===== src/rtl/irq_holdoff_pkg.sv =====
package irq_holdoff_pkg;
  localparam int REG_W       = 32;
  localparam int IVL_W       = 8;
  localparam int IVL_LSB     = 24;
  localparam int RESTART_BIT = 14;
  localparam int BUSY_BIT    = 13;
  localparam int RAW_BIT     = 12;
  localparam int EN_BIT      = 8;
  localparam int unsigned STEP_HZ = 100_000;
endpackage


===== src/rtl/irq_tick_gen.sv =====
module irq_tick_gen #(
  parameter int unsigned PERIOD = 1000
) (
  input  logic clk,
  input  logic rst_n,
  input  logic run_i,
  input  logic sync_clr_i,
  output logic tick_o
);
  localparam int W = (PERIOD > 1) ? $clog2(PERIOD) : 1;
  localparam logic [W-1:0] LAST = W'(PERIOD - 1);

  logic [W-1:0] cnt_q, cnt_d;

  assign tick_o = run_i & (cnt_q == LAST);

  always_comb begin
    cnt_d = cnt_q;
    if (sync_clr_i)  cnt_d = '0;
    else if (run_i)  cnt_d = tick_o ? '0 : cnt_q + 1'b1;
  end

  always_ff @(posedge clk or negedge rst_n) begin
    if (!rst_n) cnt_q <= '0;
    else        cnt_q <= cnt_d;
  end

  assert_presc_range_R2: assert property (@(posedge clk) disable iff (!rst_n)
    cnt_q <= LAST);
  assert_presc_restart_R4: assert property (@(posedge clk) disable iff (!rst_n)
    sync_clr_i |=> (cnt_q == '0));
endmodule


===== src/rtl/irq_holdoff_timer.sv =====
module irq_holdoff_timer #(
  parameter int IVL_W = 8
) (
  input  logic             clk,
  input  logic             rst_n,
  input  logic             cancel_i,
  input  logic             load_i,
  input  logic [IVL_W-1:0] load_val_i,
  input  logic             tick_i,
  output logic             active_o
);
  logic             active_q, active_d;
  logic [IVL_W-1:0] cnt_q, cnt_d;
  logic [IVL_W-1:0] lim_q, lim_d;

  assign active_o = active_q;

  always_comb begin
    active_d = active_q;
    cnt_d    = cnt_q;
    lim_d    = lim_q;
    if (cancel_i) begin
      active_d = 1'b0;
      cnt_d    = '0;
    end else if (load_i) begin
      active_d = 1'b1;
      cnt_d    = '0;
      lim_d    = load_val_i;
    end else if (active_q && tick_i) begin
      if (cnt_q == lim_q - 1'b1) begin
        active_d = 1'b0;
        cnt_d    = '0;
      end else begin
        cnt_d = cnt_q + 1'b1;
      end
    end
  end

  always_ff @(posedge clk or negedge rst_n) begin
    if (!rst_n) begin
      active_q <= 1'b0;
      cnt_q    <= '0;
      lim_q    <= '0;
    end else begin
      active_q <= active_d;
      cnt_q    <= cnt_d;
      lim_q    <= lim_d;
    end
  end

  assert_cnt_below_limit_R2: assert property (@(posedge clk) disable iff (!rst_n)
    active_q |-> (cnt_q < lim_q));
  assert_load_nonzero_R2: assert property (@(posedge clk) disable iff (!rst_n)
    load_i |-> (load_val_i != '0));
  assert_cancel_ends_R5: assert property (@(posedge clk) disable iff (!rst_n)
    cancel_i |=> !active_q);
  assert_load_fresh_R4: assert property (@(posedge clk) disable iff (!rst_n)
    (load_i && !cancel_i) |=> (active_q && cnt_q == '0));
endmodule


===== src/rtl/irq_holdoff_ctrl.sv =====
module irq_holdoff_ctrl
  import irq_holdoff_pkg::*;
#(
  parameter int unsigned CLK_HZ  = 100_000_000,
  parameter int          NUM_SRC = 4
) (
  input  logic               clk,
  input  logic               rst_n,
  input  logic [NUM_SRC-1:0] src_req,
  input  logic               wake_req,
  input  logic               reg_wr,
  input  logic [REG_W-1:0]   reg_wdata,
  output logic [REG_W-1:0]   reg_rdata,
  output logic               irq_o
);
  localparam int unsigned STEP_CYC = (CLK_HZ / STEP_HZ > 0) ? CLK_HZ / STEP_HZ : 1;

  logic [IVL_W-1:0] ivl_q, ivl_d;
  logic             en_q, en_d;
  logic             irq_q, irq_d;
  logic             raw_irq, hold_act, tick;
  logic [IVL_W-1:0] wr_ivl;
  logic             cancel, restart, start, load, pin_fall;
  logic [IVL_W-1:0] load_val;
  logic             unused_wbits;

  assign wr_ivl       = reg_wdata[IVL_LSB +: IVL_W];
  assign unused_wbits = ^{reg_wdata[IVL_LSB-1:RESTART_BIT+1],
                          reg_wdata[RESTART_BIT-1:EN_BIT+1], reg_wdata[EN_BIT-1:0]};
  assign raw_irq      = |src_req;

  // Pin request and hold-off triggers
  assign irq_d    = en_q & ((raw_irq & ~hold_act) | wake_req);
  assign pin_fall = irq_q & ~irq_d;
  assign cancel   = reg_wr & (wr_ivl == '0);
  assign restart  = reg_wr & reg_wdata[RESTART_BIT] & (wr_ivl != '0);
  assign start    = pin_fall & ~hold_act & (ivl_q != '0);
  assign load     = restart | start;
  assign load_val = restart ? wr_ivl : ivl_q;

  always_comb begin
    ivl_d = ivl_q;
    en_d  = en_q;
    if (reg_wr) begin
      ivl_d = wr_ivl;
      en_d  = reg_wdata[EN_BIT];
    end
  end

  always_ff @(posedge clk or negedge rst_n) begin
    if (!rst_n) begin
      ivl_q <= '0;
      en_q  <= 1'b0;
      irq_q <= 1'b0;
    end else begin
      ivl_q <= ivl_d;
      en_q  <= en_d;
      irq_q <= irq_d;
    end
  end

  irq_tick_gen #(.PERIOD(STEP_CYC)) u_tick (
    .clk        (clk),
    .rst_n      (rst_n),
    .run_i      (hold_act),
    .sync_clr_i (cancel | load),
    .tick_o     (tick)
  );

  irq_holdoff_timer #(.IVL_W(IVL_W)) u_timer (
    .clk        (clk),
    .rst_n      (rst_n),
    .cancel_i   (cancel),
    .load_i     (load),
    .load_val_i (load_val),
    .tick_i     (tick),
    .active_o   (hold_act)
  );

  always_comb begin
    reg_rdata                        = '0;
    reg_rdata[IVL_LSB +: IVL_W]      = ivl_q;
    reg_rdata[BUSY_BIT]              = hold_act;
    reg_rdata[RAW_BIT]               = raw_irq;
    reg_rdata[EN_BIT]                = en_q;
  end

  assign irq_o = irq_q;

  assert_pin_off_disabled_R8: assert property (@(posedge clk) disable iff (!rst_n)
    !en_q |=> !irq_o);
  assert_holdoff_blocks_R3: assert property (@(posedge clk) disable iff (!rst_n)
    (hold_act && !wake_req) |=> !irq_o);
  assert_wake_bypass_R9: assert property (@(posedge clk) disable iff (!rst_n)
    (en_q && wake_req) |=> irq_o);
  assert_fall_opens_R2: assert property (@(posedge clk) disable iff (!rst_n)
    (irq_o && !irq_d && !hold_act && ivl_q != '0 && !cancel) |=> hold_act);
endmodule


===== config.mk =====
export PLATFORM = sky130hd
export DESIGN_NAME = irq_holdoff_ctrl
export DESIGN_NICKNAME = d
export VERILOG_FILES = /design/src/rtl/irq_holdoff_pkg.sv /design/src/rtl/irq_tick_gen.sv /design/src/rtl/irq_holdoff_timer.sv /design/src/rtl/irq_holdoff_ctrl.sv
export SDC_FILE = /design/constraint.sdc
export NUM_CORES = 1
export LEC_CHECK = 0
export BUFFER_PORTS_ARGS = -buffer_cell sky130_fd_sc_hd__buf_2
export CAP_MARGIN = 40
export CORE_AREA = 3 3 69 71
export CTS_CLUSTER_DIAMETER = 40
export DETAILED_ROUTE_END_ITERATION = 8
export DIE_AREA = 0 0 72 74
export PLACE_DENSITY = 0.85
export SLEW_MARGIN = 30
export SYNTH_ARGS = -nofsm -noshare
export SYNTH_HDL_FRONTEND = slang
export SYNTH_SLANG_ARGS = --single-unit

===== constraint.sdc =====
create_clock -name clk -period 5.9 [get_ports clk]
set_input_delay 0.59 -clock clk [delete_from_list [all_inputs] [get_ports clk]]
set_output_delay 0.59 -clock clk [all_outputs]
set_load 0.05 [all_outputs]

## Word-level counts from Yosys, hierarchy flattened

Index checks and enable logic that the tools add are counted.

| storage, ports and cells | value |
|---|---|
| flip-flop bits (word level) | 37 |
| bits of input ports | 40 |
| output and inout bits | 33 |
| word-level logic and storage cells | 49 |

| operators by class | value |
|---|---|
| $add $sub $neg | 3 |
| equality and inequality tests | 2 |
| muxes and demuxes | 12 |
| bitwise logic cells | 15 |
| reduce and logical (&&, ||, !) cells | 10 |

Operators by type and width:

| operator | number |
|---|---|
| 2-to-1 mux 8 bit | 5 |
| 2-to-1 mux 10 bit | 3 |
| nonzero test 8 bit | 2 |
| adder 10 x 1 -> 10 bit, second input constant | 1 |
| == test 10 bit, second input constant | 1 |
| bitwise AND 1 bit | 9 |
| adder 8 x 1 -> 8 bit, second input constant | 1 |
| == test 8 bit | 1 |
| zero test 8 bit | 1 |
| subtractor 8 x 1 -> 8 bit, second input constant | 1 |
| nonzero test 3 bit | 2 |
| 2-to-1 mux 1 bit | 4 |
| AND reduction 2 bit | 2 |
| OR reduction 4 bit | 1 |
| inverter 1 bit | 3 |
| OR 1 bit | 3 |
| nonzero test 2 bit | 1 |
| logical AND 1 bit | 1 |

## Depth between registers and ports, before layout

| logic depth | value |
|---|---|
| depth after elaboration | 11 |
| depth in mapped cells | 8 |
| depth with buffers taken out | 8 |

## Cells and area by module

A second synthesis with hierarchy kept.

| second synthesis, totals | value |
|---|---|
| cell total of the unflattened synthesis | 234 |
| area total of the unflattened synthesis | 2414.8 um^2 |

Modules (own cells, without submodules):

| module | instances | cells each | area each (um^2) | seq. area each (um^2) |
|---|---|---|---|---|
| irq_holdoff_timer | 1 | 109 | 1126.1 | 425.4 |
| irq_holdoff_ctrl | 1 | 70 | 753.2 | 250.2 |
| irq_tick_gen | 1 | 55 | 535.5 | 250.2 |

## Worst setup path before layout

OpenSTA, ideal clock, no wires.

| path | value |
|---|---|
| path type | register -> register |
| from | reg ivl_q[0] |
| to | reg u_timer.cnt_q[4] |
| library setup time | 0.126 ns |
| data arrival time | 2.106 ns |
| required time | 5.774 ns |
| path slack | 3.668 ns |
| cell stages (with the launch flop) | 8 |
| path buffers | 1 |
| clock period less this slack | 2.232 ns |
| path through | dfrtp_1 nor4_1 a21oi_1 a211oi_4 and2_4 buf_6 nor3_4 a221o_1 |

| on the way | value |
|---|---|
| word-level cells in the longest chain between the ends | 5 |
| elaborated cells between the ends (all ways) | 6 |
| those cells by class | 2 x mux; 2 x bitwise; 2 x reduce/logical |

Ends and longest elaborated chain:

| element | line | RTL |
|---|---|---|
| start: declaration | irq_holdoff_ctrl.sv:18 | `logic [IVL_W-1:0] ivl_q, ivl_d;` |
| start signal: assignment | irq_holdoff_ctrl.sv:56 | `ivl_q <= ivl_d;` |
| nonzero test 8 bit * | irq_holdoff_ctrl.sv:37 | `assign start = pin_fall & ~hold_act & (ivl_q != '0);` |
| bitwise AND 1 bit * | irq_holdoff_ctrl.sv:37 |  |
| OR 1 bit * | irq_holdoff_ctrl.sv:38 | `assign load = restart \| start;` |
| 2-to-1 mux 8 bit | irq_holdoff_timer.sv:25 | `end else if (load_i) begin` |
| 2-to-1 mux 8 bit | irq_holdoff_timer.sv:22 | `if (cancel_i) begin` |
| end signal: assignment | irq_holdoff_timer.sv:46 | `cnt_q <= cnt_d;` |
| end: declaration | irq_holdoff_timer.sv:13 | `logic [IVL_W-1:0] cnt_q, cnt_d;` |

Mark *: on every way between the ends. The rest lies on a longest branch, timed or not.
A chain may end at the register's enable or synchronous reset.

## Worst setup path in the final report

| path | value |
|---|---|
| from | in reg_wdata[28] |
| to | reg u_timer.cnt_q[4] |

| on the way | value |
|---|---|
| word-level cells in the longest chain between the ends | 5 |
| elaborated cells between the ends (all ways) | 8 |
| those cells by class | 2 x mux; 3 x bitwise; 3 x reduce/logical |

Ends and longest elaborated chain:

| element | line | RTL |
|---|---|---|
| start: declaration | irq_holdoff_ctrl.sv:12 | `input logic [REG_W-1:0] reg_wdata,` |
| nonzero test 8 bit | irq_holdoff_ctrl.sv:36 | `assign restart = reg_wr & reg_wdata[RESTART_BIT] & (wr_ivl != '0);` |
| bitwise AND 1 bit | irq_holdoff_ctrl.sv:36 |  |
| OR 1 bit | irq_holdoff_ctrl.sv:38 |  |
| 2-to-1 mux 8 bit | irq_holdoff_timer.sv:25 |  |
| 2-to-1 mux 8 bit | irq_holdoff_timer.sv:22 |  |

Several ways; a longest one is shown, not always the timed one.

==> results.ini <==
[synthesis]
synth_ff_type = dfrtp_1
yosys.area_share.simple_pct = 18.40
synth_top_family_by_area = simple AND/OR/NAND/NOR gates
synth_xor_area_share_pct = 7.969
ys_seq_area_share_pct = 40.39
synthesis.area_um2 = 2292
synth_mux_area_share_pct = 8.406
synth_seq_cells = 37
synth_adder_area_share_pct = 1.638
synthArstFlopShare_pct = 100.0
synth_warnings = 0
synth.avg_cell_area_um2 = 10.10
netlist_instances = 227
synth_cell_type_count = 47
synth_edf_count = 0
synth_compound_area_share_pct = 12.23

[global_route]
antenna_found_initial = 0
grt_pass1_vias = 1601
grt-ovfl-total = 0
grt_max_degree = 38
grt_pass1_wl_um = 6934
grt_use_total_pct = 16.63

[floorplan]
rows = 24
die_h_um = 74
start_util_pct = 53.38
floorplan.die_area_um2 = 5328
die_w_um = 72
fp.coreArea_um2 = 4294
ioPinCount = 73

[detailed_routing]
dr_total_vias = 1714
drt_iter0_drc = 42
ant_nets = 0
dr.pass1.iters = 4
drt_wl_total_um = 4184
wire_per_inst_um = 13.63
via_per_inst = 5.583
drc_errors = 0

[placed_design]
gp_congestion = 0.8174
hpwl_um = 2990
portBuffers = 29

[worst_setup_path]
cp-end-kind = flop
r2r_slack_ps = 3530
critPathKind = in2reg
cp_max_fo = 11
cp.required_ps = 6070
cp-start-kind = primary input
crit_arrival_ps = 2560

[sta]
setup_violations = 0
tightest_slew_ps = 597.6
hold_slack_ps = 153.8
tns_ps = 0
max_freq_mhz = 418.7
fin_crit_sh_pct = 40.48
layout_min_cycle_time_ps = 2389
maxSlewHeadroom_pct = 60.12
hold_viol = 0
rsz0062_at_grt = no
drv_slew = 0
finalClockSkew_ps = 7.081

[layout]
layout_common_cells = dfrtp_1 (37), buf_2 (29), nor2_1 (27)
drive_gt1_share_pct = 24.71
area_growth_pct = 7.915
final_common_cell = dfrtp_1
n_antenna_cell = 0
seqCellArea_um2 = 925.9
fill_cells = 363
layout.nets = 297
multiInputGateArea_um2 = 1194

[clocking]
numCtsBuffers = 5
clk_latency_ps = 280
cts-resized-gates = 0
postCtsHoldBufs = 0
htreeDepth = 2
clock_sinks = 37
clk_path_buf_depth = 2
postCtsSetupRepairBufs = 0
clk_pin_slew_ps = 70
tritoncts = done
clk_root_buffer_cell = clkbuf_8

[power_and_ir_drop]
leakagePower_uw = 0.001152
power_density_nw_per_um2 = 321.9
ir_drop_v = 0.0002331

[hold_path]
hold_path.class = in2async

[outcome]
status = finished clean

[run]
maxCapViolations = 0

-- cell usage after synthesis (all sizes together) (5+ instances only) --
master  instances  area [um2]
a21oi          14       70.07
and3            5       31.28
buf            30       229.0
dfrtp          37       925.9
mux2           10       112.6
mux2i           8       80.08
nand2           9       33.78
nand3          12       60.06
nor2           29       113.9
nor4            6       65.06
xnor2           5       51.30
xor2           15       131.4
-- area by class of cell --
type	instances	share of cell area (%)
Multi-Input combinational cell	175	48.25
Sequential cell	37	37.43
Timing Repair Buffer	31	6.980
Clock buffer	7	3.895
Tap cell	52	2.630
Inverter	4	0.6070
Clock inverter	1	0.2023
-- sequential cells by signal (all words and copies together) (netlist names) --
register,cells
en_q,1
irq_o,1
ivl_q,8
u_tick.cnt_q,10
u_timer.active_o,1
u_timer.cnt_q,8
u_timer.lim_q,8
-- stage by stage --
stage	cells	instance area, um2	util, %	setup WS [ps]	total power, uW
2_1_floorplan	247	2367	-	3668	568.1
3_3_place_gp	298	2352	54.78	3293	596.5
5_1_grt	307	2474	57.60	3386	845.0
6_report	307	2474	57.60	3511	796.3
3_5_place_dp	298	2352	54.78	3270	605.8
4_1_cts	306	2454	57.14	3510	800.0
-- power breakdown --
group          leakage (uW)  total, uW  internal, uW  switching (uW)
Clock             0.0000542        192           106            86.4
Combinational      0.000644        245          91.6             153
Sequential         0.000454        359           299            60.5
-- cells by family after synthesis --
group | after synthesis
and+or+nand+nor | 76
AOI/OAI and AO/OA | 37
DFF | 37
buffers and inverters | 35
xor gates and xnor gates | 20
muxes | 18
adders and majority gates | 3
other | 1
-- path summary, 6_finish.rpt --
| kind | startpoint | endpoint | cells past startpoint |
|---|---|---|---|
| max reg2reg | ivl_q[0] | u_timer.cnt_q[4] | 6 |
| max in group asynchronous | rst_n | u_timer.cnt_q[1] | 2 |
| max | reg_wdata[28] | u_timer.cnt_q[4] | 8 |
| min in group clk | reg_wdata[8] | en_q | 2 |
| min reg2reg | u_tick.cnt_q[0] | u_tick.cnt_q[0] | 1 |
| min | rst_n | en_q | 1 |
-- critical path: stages --
cell and delay, ps:
buf_2 120, nor4_2 350, a21oi_1 120, buf_4 210
a211oi_4 450, and2_4 300, nor3_4 80, a221o_1 340
-- routing by layer --
| metal | vias to the layer above | share of wire (%) | global-route usage [%] |
|---|---|---|---|
| met5 | - | 0 | 0 |
| li1 | 805 | - | - |
| met1 | 819 | 42 | 20.92 |
| met2 | 80 | 50 | 27.76 |
| met3 | 10 | 5.7 | 2.568 |
| met4 | 0 | 2.4 | 8.977 |
Note: power is estimated with default switching activity, not from simulation.
